<file path="src/rtl/irqc_pkg.sv">
package irqc_pkg;

  typedef struct packed {
    logic clrA;
    logic setA;
    logic clrB;
    logic setB;
  } glbStrobe_t;

  localparam int VEC_W = 16;
  localparam logic [VEC_W-1:0] VEC_UPPER = 16'h0008;
  localparam logic [VEC_W-1:0] VEC_LOWER = 16'h0018;
  localparam logic [VEC_W-1:0] VEC_IDLE  = 16'h0000;

endpackage

</file>
<file path="src/rtl/irqc_sync.sv">
module irqc_sync #(
  parameter int WIDTH = 8
) (
  input  logic             clk,
  input  logic             rstN,
  input  logic [WIDTH-1:0] rawIn,
  output logic [WIDTH-1:0] risePulse
);
  logic [WIDTH-1:0] meta, stable, prevQ;

  always_ff @(posedge clk or negedge rstN) begin
    if (!rstN) begin
      meta   <= '0;
      stable <= '0;
      prevQ  <= '0;
    end else begin
      meta   <= rawIn;
      stable <= meta;
      prevQ  <= stable;
    end
  end

  assign risePulse = stable & ~prevQ;
endmodule

</file>
<file path="src/rtl/irqc_datapath.sv">
module irqc_datapath
  import irqc_pkg::*;
#(
  parameter int NUM_SRC  = 8,
  parameter int NUM_CORE = 4
) (
  input  logic               clk,
  input  logic               rstN,
  input  logic [NUM_SRC-1:0] evtPulse,
  input  logic [NUM_SRC-1:0] flagClr,
  input  logic               enWe,
  input  logic [NUM_SRC-1:0] enData,
  input  logic               prioWe,
  input  logic [NUM_SRC-1:0] prioData,
  input  logic               ctrlWe,
  input  logic [2:0]         ctrlData,
  input  glbStrobe_t         strobe,
  output logic [NUM_SRC-1:0] flagsQ,
  output logic               globA,
  output logic               globB,
  output logic               modePrio,
  output logic               hiReq,
  output logic               loReq
);
  localparam logic [NUM_SRC-1:0] SRC0_BIT = NUM_SRC'(1);

  logic [NUM_SRC-1:0] enQ, prioQ, coreMask, prioEff, pend;
  logic anyStrobe, hiLegacy, hiLevel, loLevel;

  for (genvar i = 0; i < NUM_SRC; i++) begin : g_class
    assign coreMask[i] = (i < NUM_CORE);
  end

  always_ff @(posedge clk or negedge rstN) begin
    if (!rstN) begin
      flagsQ <= '0;
      enQ    <= '0;
      prioQ  <= '0;
    end else begin
      flagsQ <= (flagsQ & ~flagClr) | evtPulse;
      if (enWe)   enQ   <= enData;
      if (prioWe) prioQ <= prioData;
    end
  end

  assign anyStrobe = strobe.clrA | strobe.setA | strobe.clrB | strobe.setB;

  always_ff @(posedge clk or negedge rstN) begin
    if (!rstN) begin
      globA    <= 1'b0;
      globB    <= 1'b0;
      modePrio <= 1'b0;
    end else if (anyStrobe) begin
      if (strobe.clrA)      globA <= 1'b0;
      else if (strobe.setA) globA <= 1'b1;
      if (strobe.clrB)      globB <= 1'b0;
      else if (strobe.setB) globB <= 1'b1;
    end else if (ctrlWe) begin
      {modePrio, globB, globA} <= ctrlData;
    end
  end

  assign prioEff  = prioQ | SRC0_BIT;
  assign pend     = flagsQ & enQ;
  assign hiLegacy = globA & ((|(pend & coreMask)) | (globB & |(pend & ~coreMask)));
  assign hiLevel  = globA & |(pend & prioEff);
  assign loLevel  = globA & globB & |(pend & ~prioEff);
  assign hiReq    = modePrio ? hiLevel : hiLegacy;
  assign loReq    = modePrio & loLevel;
endmodule

</file>
<file path="src/rtl/irqc_control.sv">
module irqc_control
  import irqc_pkg::*;
(
  input  logic             clk,
  input  logic             rstN,
  input  logic             hiReq,
  input  logic             loReq,
  input  logic             cpuAck,
  input  logic             cpuRet,
  output glbStrobe_t       strobe,
  output logic             irqRequest,
  output logic [VEC_W-1:0] irqVector
);
  logic hiActive, loActive, takeHi, takeLo, retGo;

  assign takeHi = cpuAck & hiReq;
  assign takeLo = cpuAck & ~hiReq & loReq;
  assign retGo  = cpuRet & ~takeHi & ~takeLo;

  always_comb begin
    strobe      = '0;
    strobe.clrA = takeHi;
    strobe.clrB = takeLo;
    strobe.setA = retGo & (hiActive | ~loActive);
    strobe.setB = retGo & ~hiActive & loActive;
  end

  always_ff @(posedge clk or negedge rstN) begin
    if (!rstN) begin
      hiActive <= 1'b0;
      loActive <= 1'b0;
    end else if (takeHi) begin
      hiActive <= 1'b1;
    end else if (takeLo) begin
      loActive <= 1'b1;
    end else if (retGo) begin
      if (hiActive) hiActive <= 1'b0;
      else          loActive <= 1'b0;
    end
  end

  assign irqRequest = hiReq | loReq;
  assign irqVector  = hiReq ? VEC_UPPER : (loReq ? VEC_LOWER : VEC_IDLE);
endmodule

</file>
<file path="src/rtl/irq_prio_ctrl.sv">
module irq_prio_ctrl
  import irqc_pkg::*;
#(
  parameter int NUM_SRC  = 8,
  parameter int NUM_CORE = 4
) (
  input  logic               clk,
  input  logic               rstN,
  input  logic [NUM_SRC-1:0] evtIn,
  input  logic [NUM_SRC-1:0] flagClr,
  input  logic               enWe,
  input  logic [NUM_SRC-1:0] enData,
  input  logic               prioWe,
  input  logic [NUM_SRC-1:0] prioData,
  input  logic               ctrlWe,
  input  logic [2:0]         ctrlData,
  input  logic               cpuAck,
  input  logic               cpuRet,
  output logic               irqRequest,
  output logic [15:0]        irqVector,
  output logic [NUM_SRC-1:0] flagsOut,
  output logic               globAOut,
  output logic               globBOut
);
  logic [NUM_SRC-1:0] evtPulse;
  glbStrobe_t strobe;
  logic hiReq, loReq, modeQ;

  irqc_sync #(.WIDTH(NUM_SRC)) u_sync (
    .clk(clk), .rstN(rstN), .rawIn(evtIn), .risePulse(evtPulse)
  );

  irqc_datapath #(.NUM_SRC(NUM_SRC), .NUM_CORE(NUM_CORE)) u_dp (
    .clk(clk), .rstN(rstN), .evtPulse(evtPulse), .flagClr(flagClr),
    .enWe(enWe), .enData(enData), .prioWe(prioWe), .prioData(prioData),
    .ctrlWe(ctrlWe), .ctrlData(ctrlData), .strobe(strobe),
    .flagsQ(flagsOut), .globA(globAOut), .globB(globBOut),
    .modePrio(modeQ), .hiReq(hiReq), .loReq(loReq)
  );

  irqc_control u_ctl (
    .clk(clk), .rstN(rstN), .hiReq(hiReq), .loReq(loReq),
    .cpuAck(cpuAck), .cpuRet(cpuRet), .strobe(strobe),
    .irqRequest(irqRequest), .irqVector(irqVector)
  );
endmodule

</file>
<file path="config.mk">
export PLATFORM = sky130hd
export DESIGN_NAME = irq_prio_ctrl
export DESIGN_NICKNAME = d
export VERILOG_FILES = /design/src/rtl/irqc_pkg.sv /design/src/rtl/irqc_sync.sv /design/src/rtl/irqc_datapath.sv /design/src/rtl/irqc_control.sv /design/src/rtl/irq_prio_ctrl.sv
export SDC_FILE = /design/constraint.sdc
export NUM_CORES = 1
export LEC_CHECK = 0
export ABC_AREA = 1
export CAP_MARGIN = 0
export CORE_MARGIN = 5
export CORE_UTILIZATION = 30
export DETAILED_ROUTE_END_ITERATION = 10
export PLACE_DENSITY = 0.64
export SLEW_MARGIN = 20
export SYNTH_ARGS = -nofsm -noshare
export SYNTH_HDL_FRONTEND = slang
export SYNTH_SLANG_ARGS = --single-unit
export TNS_END_PERCENT = 20
</file>
<file path="constraint.sdc">
create_clock -name clk -period 2.35 [get_ports clk]
set_input_delay 0.5875 -clock clk [delete_from_list [all_inputs] [get_ports clk]]
set_output_delay 0.5875 -clock clk [all_outputs]
set_load 0.1 [all_outputs]
</file>
# After elaboration in Yosys (flattened, before gate mapping)
# Cells that the tools add are included.
[word_totals]
reg_bits = 53
elab_cells = 79
[classes]
n_eq_ne = 4
muxes = 17
n_bitwise = 35
reduce_logical = 12
[op_table]
columns = ["cell", "count"]
rows = [
  ["$and A8 B8 Y8", 5],
  ["$not A8 Y8", 3],
  ["$mux W16", 1],
  ["$reduce_or A8 Y1", 2],
  ["$mux W1", 15],
  ["$and A1 B1 Y1", 14],
  ["$or A8 B8 Y8", 1],
  ["$reduce_and A2 Y1", 4],
  ["$reduce_or A4 Y1", 2],
  ["$ne A3 B1 Y1 const B", 2],
  ["$not A1 Y1", 6],
  ["$or A1 B1 Y1", 6],
  ["$reduce_bool A2 Y1", 3],
  ["$mux W5", 1],
  ["$reduce_and A3 Y1", 1],
  ["$ne A2 B1 Y1 const B", 1],
  ["$ne A2 B2 Y1 const B", 1],
]

# Depth between registers and ports, before layout
# Gate-level depths: netlist of run 1.
[depth]
ltp_word = 17
ltp_mapped = 13

# Hierarchy
# From an unflattened synthesis of run 1, not the netlist that was laid out.
[hier_totals]
hier_cells = 206
area_unflattened_um2 = 2148.3
[modules_own_cells]
columns = ["mod", "n_inst", "cells_each", "area_per_inst_um2", "seq_area_each_um2"]
rows = [
  ["irqc_datapath", 1, 125, 1197.4, 650.6],
  ["irqc_sync", 1, 40, 680.7, 600.6],
  ["irqc_control", 1, 41, 270.3, 50.0],
]

# Worst setup path before layout of run 1
# Ideal clock, no wire load.
[synth_path]
path_type = "flip-flop to output port"
startpoint = "reg u_dp.flagsQ[5]"
endpoint = "out irqVector[3]"
arrival_ps = 2136
required_ps = 1762
setup_slack_ps = -373
stages_incl_launch_ff = 8
path_cell_list = "dfrtp_1 > nand2_1 > nand2_1 > o21ai_2 > nand2_2 > nand3_4 > nand2_4 > buf_4"
[synth_via]
elab_chain_len = 7
[synth_rtl]
columns = ["item", "line_no", "text"]
rows = [
  ["from (decl)", "irqc_datapath.sv:18", "output logic [NUM_SRC-1:0] flagsQ,"],
  ["from (signal assigned)", "irqc_datapath.sv:40", "flagsQ <= (flagsQ & ~flagClr) | evtPulse;"],
  ["$and A8 B8 Y8 (*)", "irqc_datapath.sv:64", "assign pend = flagsQ & enQ;"],
  ["$and A8 B8 Y8 or $reduce_or A4 Y1 (tied branches)", "irqc_datapath.sv:67, irqc_datapath.sv:65", ""],
  ["$reduce_or A8 Y1 or $and A1 B1 Y1 (tied branches)", "irqc_datapath.sv:67, irqc_datapath.sv:65", ""],
  ["$and A1 B1 Y1 or $or A1 B1 Y1 (tied branches)", "irqc_datapath.sv:67, irqc_datapath.sv:65", ""],
  ["$and A1 B1 Y1 (on tied branches)", "irqc_datapath.sv:69, irqc_datapath.sv:65", ""],
  ["$mux W5 or $mux W1 (tied branches)", "irqc_control.sv:43, irqc_datapath.sv:68", ""],
  ["$mux W16 (*)", "irqc_control.sv:43", "assign irqVector = hiReq ? VEC_UPPER : (loReq ? VEC_LOWER : VEC_IDLE);"],
  ["to (decl)", "irq_prio_ctrl.sv:20", "output logic [15:0] irqVector,"],
]
# Every way passes the cells marked *; elsewhere a longest branch is shown, timed or not.

# Worst setup path after layout of run 1
[layout_path]
startpoint = "reg u_dp.flagsQ[5]"
endpoint = "out irqVector[4]"
# The elaborated chain is that of the path after synthesis.

==> metrics, run 1 <==
DRC Markers 0; Post-Syn Area per Cell 11.0 um2; Fmax 458 MHz; Final HPWL DP 3350 um; Multi-input gate area 673 um2; Synth top area share 0.606; Worst Path Class, Setup flop to primary output; worst rel slew slack 0.620; Internal Pwr Total 1530 uW; share of cells above drive strength 1 0.248; aggregate routed wire length around 4200 um; dpl ws 0.424 ns; crit-path max FO 4; routability congestion estimate from global placement 0.744; Synth area leader dfrtp_1; via count 1424; Layout fillers 680; HP Class input port to asynchronous set/reset pin; Reg clk slew, reported paths 0.08 ns; worst endpoint required time ~1.8 ns; most frequent cells in the layout dfrtp_1, clkdlybuf4s50_1, nand2_1; clock sinks 52; Setup WS post-layout 0.168 ns; IO Count 69; status finished clean; NumNets Final 295; GRT Overall Usage 0.0970; Initial DRC Count 54; Hold WS between 0.2 and 0.3 ns; Logic pwr share 0.388; Post-Layout Cell Count 350; Die Y-Extent 94.6 um; post-place instance area roughly 2800 um2; cts repair resizes 0; Root Buffer Master clkbuf_8; routed length per instance ~12 um; CP endpoint kind primary output; antenna diode count 0; Core Area 6870 um2; Slew Viols, Final 0; synthesized cell area 2150 um2; Final period util 0.928; max cap viols 0; clk buf depth 2; DIE AREA between 8000 and 9000 um2; largest net degree at the start of global routing 29; sequential fraction of the synthesis area 0.606; Pwr per Cell Area 900 nW/um2; Final Hold Fails 0; LEAKAGE 0.00133 uW; cell area after layout 2850 um2; hold_buf cts 0; H-tree depth 2; YS warnings 0; grt total ovfl 0; Setup Buffers After CTS 0; sw power 1040 uW; clk_skew 0.00807 ns; Area contributors post-synth dfrtp_1, mux2_2, buf_4; area grow syn2layout 32.9%; Yosys reg bits 52; cell row count 30; CTS tree built; Peak VDD IR between 300 and 400 uV; Clk pwr share 0.195; vias in the first global route 1452; RSZ-0062 raised after global routing no; initial antenna violation count 0; sequential cell area roughly 1300 um2; Initial Util 0.313; worst skew pair latency 0.29 ns; Synth Instances a little under 200; Flop pwr share 0.416; Util after Layout 0.415; TritonRoute pass-1 iters 4; startpoint types flop; number of vias per cell 4.07; critical path arrival between 1.5 and 2 ns; DIE WIDTH 94.6 um; first-pass GRT wire length between 6000 and 7000 um; Buffers on Ports 53; Switching Share 0.404; Synth cell types 23; number of CTS-inserted buffers 5; remaining antenna violation count 0; Tmin final 2.18 ns; setup violators final 0; DP Cell Count 342; commonest non-fill, non-tap cell in the layout dfrtp_1; measured slew at the worst slew-check pin around 0.57 ns
-- power groups by stage --
stage               sequential, uW  clock, uW  combinational (uW)
floorplan                     1280          0                 547
global route                  1090        560                1050
detailed placement            1090          0                1000
CTS                           1070        525                1010
finish                        1070        502                 997
global placement              1080          0                 999
-- flip-flops by register name, summed over array words and instances (netlist names) --
name,cells
u_ctl.loActive,1
u_dp.flagsQ,8
u_dp.enQ,8
u_sync.stable,8
u_sync.meta,8
u_ctl.hiActive,1
u_sync.prevQ,8
u_dp.globB,1
u_dp.modePrio,1
u_dp.globA,1
u_dp.prioQ,7
-- stage by stage --
step	TNS (ns)	power (uW)
after floorplan	-0.0379	1820
after global placement	0	2080
after detailed placement	0	2090
after CTS	0	2600
after global routing	0	2700
final	0	2570
-- final timing paths --
| kind | slack, ns | end | from | cells past startpoint |
|---|---|---|---|---|
| setup / recovery | 0.17 | irqVector[4] | u_dp.flagsQ[5]$_DFF_PN0_ | 9 |
| hold / removal | 0.28 | u_sync.prevQ[5]$_DFF_PN0_ | rstN | 1 |
| setup reg to reg | 0.83 | u_dp.globA$_DFFE_PN0P_ | u_dp.flagsQ[7]$_DFF_PN0_ | 12 |
| hold reg to reg | 0.35 | u_sync.stable[3]$_DFF_PN0_ | u_sync.meta[3]$_DFF_PN0_ | 0 |
| max in group asynchronous | 1.51 | u_dp.flagsQ[2]$_DFF_PN0_ | rstN | 2 |
| min in group clk | 0.35 | u_sync.stable[3]$_DFF_PN0_ | u_sync.meta[3]$_DFF_PN0_ | 0 |
-- worst max-delay path: stages (launching register included) --
cell	delay, ns
dfrtp_2	0.44
nand2_1	0.11
o21ai_1	0.07
nor2_1	0.10
nand2_1	0.08
nand2_2	0.10
inv_2	0.05
nand2_1	0.09
clkinvlp_4	0.10
buf_12	0.17
-- per-layer routing --
layer | track usage | wire, um | share of wire
met1 | 0.113 | 1750 | 0.42
met2 | 0.160 | 1980 | 0.48
met3 | 0.0438 | 382 | 0.092
met4 | 0.0288 | 41 | 0.0099
met5 | 0 | 0 | 0
-- cell families (layout without fill, tap and decap cells) --
kind of cell / Yosys count / count (layout) / share of synthesized area
other cells: 1 / 14 / 0.00175
compound gates: 17 / 17 / 0.0460
mux: 12 / 12 / 0.0629
simple gates: 70 / 70 / 0.180
buf+inv: 44 / 89 / 0.103
flops: 52 / 52 / 0.606
-- final cells by class --
class	instances	area share
Sequential cell	52	0.461
Tap cell	96	0.0421
Timing Repair Buffer	54	0.193
Inverter	27	0.0368
Multi-Input combinational cell	113	0.236
Clock buffer	8	0.0316
-- synthesized netlist by cell type, drive strengths merged --
library cell	n
dfrtp	52
nand2	38
inv	27
nand3	21
buf	15
mux2	12
o21ai	8
o22ai	8
nor2	7
nand3b	3
clkbuf	2
a21oi	1
conb	1
nand4	1
No activity file was read; power rests on OpenSTA's default activity.
==> run 2, diff against run 1 <==
--- a/config.mk
+++ b/config.mk
@@ -7,10 +7,10 @@
 export LEC_CHECK = 0
 export ABC_AREA = 1
 export CAP_MARGIN = 0
-export CORE_MARGIN = 5
 export CORE_UTILIZATION = 30
 export DETAILED_ROUTE_END_ITERATION = 10
 export PLACE_DENSITY = 0.64
+export RECOVER_POWER = 50
 export SLEW_MARGIN = 20
 export SYNTH_ARGS = -nofsm -noshare
 export SYNTH_HDL_FRONTEND = slang
==> run 2 against run 1 <==
The flow now finishes with violations (max-capacitance violations, max-slew violations). Cell count is 0.57% higher. First-iteration DRC count is 5.6% higher. Register-to-register slack worse by 0.02 ns. Critical endpoint unchanged. Largest power group unchanged. Core utilization is 0.31 points higher. Sequential power hardly changed. Power is 0.44% higher. Combinational power hardly changed.
==> metrics, run 2 (synthesis results as in run 1) <==
Pwr per Cell Area 898 nW/um2 (-0.30%); terminus of the critical flop-to-flop path u_dp.globA$_DFFE_PN0P_; HP Class flop to flop; number of vias per cell 4.00 (-1.7%); DP Cell Count 342 (unchanged); cell row count 30 (unchanged); Root Buffer Master clkbuf_8; Worst Path Class, Setup flop to primary output; DIE WIDTH 86.6 um (-8.5%); remaining antenna violation count 0 (unchanged); area grow syn2layout 33.9%; Final period util 0.907 (-0.0217); most frequent cells in the layout dfrtp_1, nand2_1, clkdlybuf4s50_1; Slowest-stage cell, CP dfrtp_2; H-tree depth 2 (unchanged); max cap viols 1 (+1); first-pass GRT wire length 6640 um (-1.3%); routability congestion estimate from global placement 0.725 (-2.4%); grt total ovfl 0 (unchanged); max incr delay on CP 0.43 ns (about the same); R2R cell count 12 (unchanged); CP dominant cell by count nand2_2; Clk pwr share 0.198 (+0.003); measured slew at the worst slew-check pin 1.59 ns (+1.02 ns); worst rel slew slack -0.0574 (-0.678); aggregate routed wire length 3900 um (-6.1%); worst skew pair latency 0.30 ns (about the same); sw power 1050 uW (+1.6%); clk_skew 0.00356 ns (-0.00451 ns); crit-path max FO 4 (unchanged); Logic pwr share 0.388 (about the same); Peak VDD IR 305 uV (-24%); NumNets Final 297 (+0.68%); largest net degree at the start of global routing 29 (unchanged); DIE AREA 7500 um2 (-16%); Fmax 469 MHz (+2.4%); setup violators final 0 (unchanged); Final Hold Fails 0 (unchanged); status complete, but fails checks; number of CTS-inserted buffers 5 (unchanged); initial antenna violation count 0 (unchanged); CP Buf/Inv Count 3 (unchanged); GRT Overall Usage 0.117 (+0.0205); routed length per instance 11.1 um (-6.6%); Hold Path Depth 0; Util after Layout 0.418 (+0.00310); LEAKAGE 0.00135 uW (+1.3%); commonest non-fill, non-tap cell in the layout dfrtp_1; Core Area 6870 um2 (unchanged); critical path cell sequence nand3_1, o21ai_1, nor2_1, nand2_1, nand2_2, inv_2, nand2_2, clkinvlp_4, buf_12; Internal Pwr Total 1530 uW (-0.36%); post-place instance area 2760 um2 (unchanged); failing checks max-capacitance violations, max-slew violations; via count 1408 (-1.1%); Initial Util 0.313 (unchanged); clk buf depth 2 (unchanged); Post-Layout Cell Count 352 (+0.57%); RSZ-0062 raised after global routing no; launch point of the worst reg-to-reg path u_dp.flagsQ[0]$_DFF_PN0_; CTS tree built; worst setup path start u_dp.flagsQ[7]$_DFF_PN0_; startpoint types flop; antenna diode count 0 (unchanged); share of cells above drive strength 1 0.266 (+0.0176); delay-heaviest family, CP simple AND/OR/NAND/NOR gates; CP endpoint kind primary output; IO Count 69 (unchanged); TritonRoute pass-1 iters 4 (unchanged); Reg clk slew, reported paths 0.09 ns (about the same); cell area after layout 2870 um2 (+0.75%); worst reg-to-reg setup slack 0.81 ns (-0.02 ns); worst endpoint required time 1.76 ns (about the same); Worst Hold Path EP u_sync.stable[1]$_DFF_PN0_; hold_buf cts 0 (unchanged); DRC Markers 0 (unchanged); Hold Path Origin u_sync.meta[1]$_DFF_PN0_; Flop pwr share 0.414 (-0.002); Final HPWL DP 3020 um (-9.9%); Hold WS 0.354 ns (+0.0706 ns); Switching Share 0.409 (+0.00478); Die Y-Extent 86.6 um (-8.5%); vias in the first global route 1441 (-0.76%); clock sinks 52 (unchanged); Initial DRC Count 57 (+5.6%); Tmin final 2.13 ns (-0.0509 ns); critical path arrival 1.54 ns (-0.05 ns); Slew Viols, Final 28 (+28); Buffers on Ports 53 (unchanged)
==> run 2: cell types whose count changed in the layout (fill, tap and decap cells not counted), sizes merged <==
cell | previous run | this run
clkdlybuf4s50 | 39 | 24
dlygate4sd3 | 0 | 15
clkinv | 0 | 2
buf | 15 | 16
clkbuf | 8 | 7
==> run 2: cell type report <==
type,instances,area (um2)
inverters,27,105
clock inverters,2,10.0
fillers,674,4000
clock buffers,6,82.6
multi-input cells,113,678
well taps,96,120
repair buffers,56,564
flip-flops and latches,52,1310
==> run 2: through the flow <==
stage | TNS, ns | total power [uW] | worst slack [ns]
finish | 0 | 2580 | 0.219
global route | 0 | 2710 | 0.0461
CTS | 0 | 2620 | 0.148
detailed placement | 0 | 2090 | 0.446
global placement | 0 | 2080 | 0.437
floorplan | -0.0379 | 1820 | -0.0379
==> run 2: power groups by stage <==
stage                     sequential [uW]  combinational (uW)  clock, uW
after floorplan                      1280                 547          0
after global placement               1090                 995          0
after detailed placement             1090                1000          0
after CTS                            1070                1010        541
after global routing                 1080                1060        568
final                                1070                1000        511
==> run 2: per-layer routing <==
metal	up-vias	GRT usage	part of all wire
met3	5	0.0343	0.058
li1	715	-	-
met5	-	0	0
met2	39	0.189	0.47
met4	0	0.0455	0.015
met1	649	0.149	0.46
==> run 2: how the worst max path moves through the flow <==
stage                             end  slack [ns]  cells after the start
2_1_floorplan            irqVector[3]       -0.04                      7
3_3_place_gp   u_dp.globA$_DFFE_PN0P_        0.44                      8
3_5_place_dp   u_dp.globA$_DFFE_PN0P_        0.45                      8
4_1_cts                  irqVector[4]        0.15                      9
5_1_grt                  irqVector[4]        0.05                      9
6_report                 irqVector[4]        0.22                      9
==> run 2: repair_timing <==
item | CTS | global route
setup endpoints to repair | 0 | 1
resized for setup | 0 | 2
buffers inserted | 0 | 2
==> run 3, diff against run 2 <==
--- a/config.mk
+++ b/config.mk
@@ -7,9 +7,12 @@
 export LEC_CHECK = 0
 export ABC_AREA = 1
 export CAP_MARGIN = 0
+export CELL_PAD_IN_SITES_DETAIL_PLACEMENT = 1
+export CELL_PAD_IN_SITES_GLOBAL_PLACEMENT = 1
 export CORE_UTILIZATION = 30
 export DETAILED_ROUTE_END_ITERATION = 10
-export PLACE_DENSITY = 0.64
+export MAX_ROUTING_LAYER = met4
+export PLACE_DENSITY = 0.78
 export RECOVER_POWER = 50
 export SLEW_MARGIN = 20
 export SYNTH_ARGS = -nofsm -noshare
==> run 3 against run 2 <==
The flow now finishes without violations. Worst hold slack better by 0.0023 ns. Register-to-register slack worse by 0.03 ns. Cell count is 0.28% higher. Global-route usage is 2.1 points higher. Worst setup slack worse by 0.064 ns. First-iteration DRC count is 12% lower. Sequential cell count stayed put. Critical path depth stayed put. Non-clock buffer count is 1 higher. Clock skew is 0.0037 ns higher. Count of clock-buffer cells in the layout stayed put. Critical path type unchanged. Largest cell class unchanged. Largest power group unchanged.
==> metrics, run 3 (synthesis results as in run 1) <==
Tot Pwr 2680 uW (+3.9%); antenna diode count 0 (unchanged); clock sinks 52 (unchanged); critical path arrival 1.61 ns (+0.07 ns); DIE AREA 7500 um2 (unchanged); grt total ovfl 0 (unchanged); Buffers on Ports 53 (unchanged); Final period util 0.934 (+0.0273); via count 1487 (+5.6%); Hold Path Depth 0 (unchanged); max cap viols 0 (-1); H-tree depth 2 (unchanged); critical path cell sequence nand2_1, o21ai_1, nor2_1, nand2_1, nand2_2, inv_2, nand2_1, clkinvlp_4, buf_12; RSZ-0062 raised after global routing no; routability congestion estimate from global placement 0.738 (+1.8%); CP Buf/Inv Count 3 (unchanged); delay-heaviest family, CP simple AND/OR/NAND/NOR gates; number of CTS-inserted buffers 5 (unchanged); Worst Path Class, Setup flop to primary output; Pwr per Cell Area 932 nW/um2 (+3.9%); Die Y-Extent 86.6 um (unchanged); Slew Viols, Final 0 (-100%); vias in the first global route 1576 (+9.4%); most frequent cells in the layout dfrtp_1, nand2_1, clkdlybuf4s50_1; Tmin final 2.20 ns (+0.0640 ns); terminus of the critical flop-to-flop path u_dp.globA$_DFFE_PN0P_; number of vias per cell 4.21 (+5.3%); GRT Overall Usage 0.138 (+0.0209); Initial DRC Count 50 (-12%); DRC Markers 0 (unchanged); LEAKAGE 0.00135 uW (about the same); aggregate routed wire length 4590 um (+18%); crit-path max FO 3 (-1); initial antenna violation count 0 (unchanged); TritonRoute pass-1 iters 4 (unchanged); CP dominant cell by count nand2_1; routed length per instance 13.0 um (+17%); remaining antenna violation count 0 (unchanged); Worst path depth 9 (unchanged); NumNets Final 298 (+0.34%); worst endpoint required time 1.76 ns (about the same); Initial Util 0.313 (unchanged); worst skew pair latency 0.30 ns (about the same); commonest non-fill, non-tap cell in the layout dfrtp_1; area grow syn2layout 33.9% (about the same); Core Area 6870 um2 (unchanged); measured slew at the worst slew-check pin 0.982 ns (-0.604 ns); Setup WS post-layout 0.155 ns (-0.0640 ns); worst rel slew slack 0.345 (+0.403); CTS tree built; clk buf depth 2 (unchanged); worst setup path start u_dp.flagsQ[5]$_DFF_PN0_; Util after Layout 0.419 (about the same); hold_buf cts 0 (unchanged); R2R cell count 12 (unchanged); Setup Buffers After CTS 0 (unchanged); HP Class flop to flop; setup violators final 0 (unchanged); crit path to irqVector[4]; cts repair resizes 0 (unchanged); launch point of the worst reg-to-reg path u_dp.flagsQ[0]$_DFF_PN0_; Peak VDD IR 360 uV (+18%); Root Buffer Master clkbuf_8; CP endpoint kind primary output; DIE WIDTH 86.6 um (unchanged); final setup TNS 0 ns (unchanged); Final Hold Fails 0 (unchanged); Final HPWL DP 3560 um (+18%); clk_skew 0.00729 ns (+0.00373 ns); Layout fillers 773 (+15%); largest net degree at the start of global routing 22 (-24%); IO Count 69 (unchanged); share of cells above drive strength 1 0.253 (-0.0127); worst reg-to-reg setup slack 0.78 ns (-0.03 ns); first-pass GRT wire length 7580 um (+14%); Slowest-stage cell, CP dfrtp_2; dpl ws 0.374 ns (-0.0720 ns); status finished clean; max incr delay on CP 0.42 ns (about the same); cell row count 30 (unchanged); Fmax 456 MHz (-2.9%); Reg clk slew, reported paths 0.09 ns (about the same); startpoint types flop
run 3: cell count changes in the layout (fill, tap and decap cells not counted), sizes merged:
cell	change
dlygate4sd3	-4
clkinv	-1
bufinv	+1
clkdlybuf4s50	+4
clkbuf	+1
run 3: worst min-delay path by stage:
| stage | startpoint | endpoint | slack, ns |
|---|---|---|---|
| 5_1_grt | u_sync.meta[5]$_DFF_PN0_ | u_sync.stable[5]$_DFF_PN0_ | 0.37 |
| 6_report | u_sync.meta[5]$_DFF_PN0_ | u_sync.stable[5]$_DFF_PN0_ | 0.36 |
| 2_1_floorplan | rstN | u_ctl.hiActive$_DFFE_PN0P_ | 0.29 |
| 4_1_cts | rstN | u_sync.meta[6]$_DFF_PN0_ | 0.20 |
| 3_3_place_gp | u_sync.meta[2]$_DFF_PN0_ | u_sync.stable[2]$_DFF_PN0_ | 0.33 |
| 3_5_place_dp | u_sync.meta[5]$_DFF_PN0_ | u_sync.stable[5]$_DFF_PN0_ | 0.34 |
run 3: power by group:
part | switching [uW] | internal, uW
clock network | 286 | 316
registers | 82.0 | 991
logic | 708 | 298
total | 1080 | 1600
run 3: layout make-up:
type / count / area [um2] / share of cell area
multi-input combinational: 113 / 673 / 0.234
clock inverter: 2 / 35.0 / 0.0122
timing repair buffer: 57 / 556 / 0.193
sequential: 52 / 1310 / 0.457
inverter: 27 / 105 / 0.0366
clock buffer: 6 / 72.6 / 0.0252
tap: 96 / 120 / 0.0418
run 3: per-stage QoR:
stage | instance area [um2] | hold WS [ns] | instances
after detailed placement | 2760 | 0.337 | 343
after floorplan | 2210 | 0.292 | 209
final | 2880 | 0.356 | 353
after global placement | 2760 | 0.333 | 343
after CTS | 2870 | 0.204 | 351
after global routing | 2880 | 0.369 | 353
run 3: metal layers:
metal	GRT usage	wire, um
met5	-	0
met4	0.0470	55
met3	0.0286	215
met2	0.238	2440
met1	0.161	1880
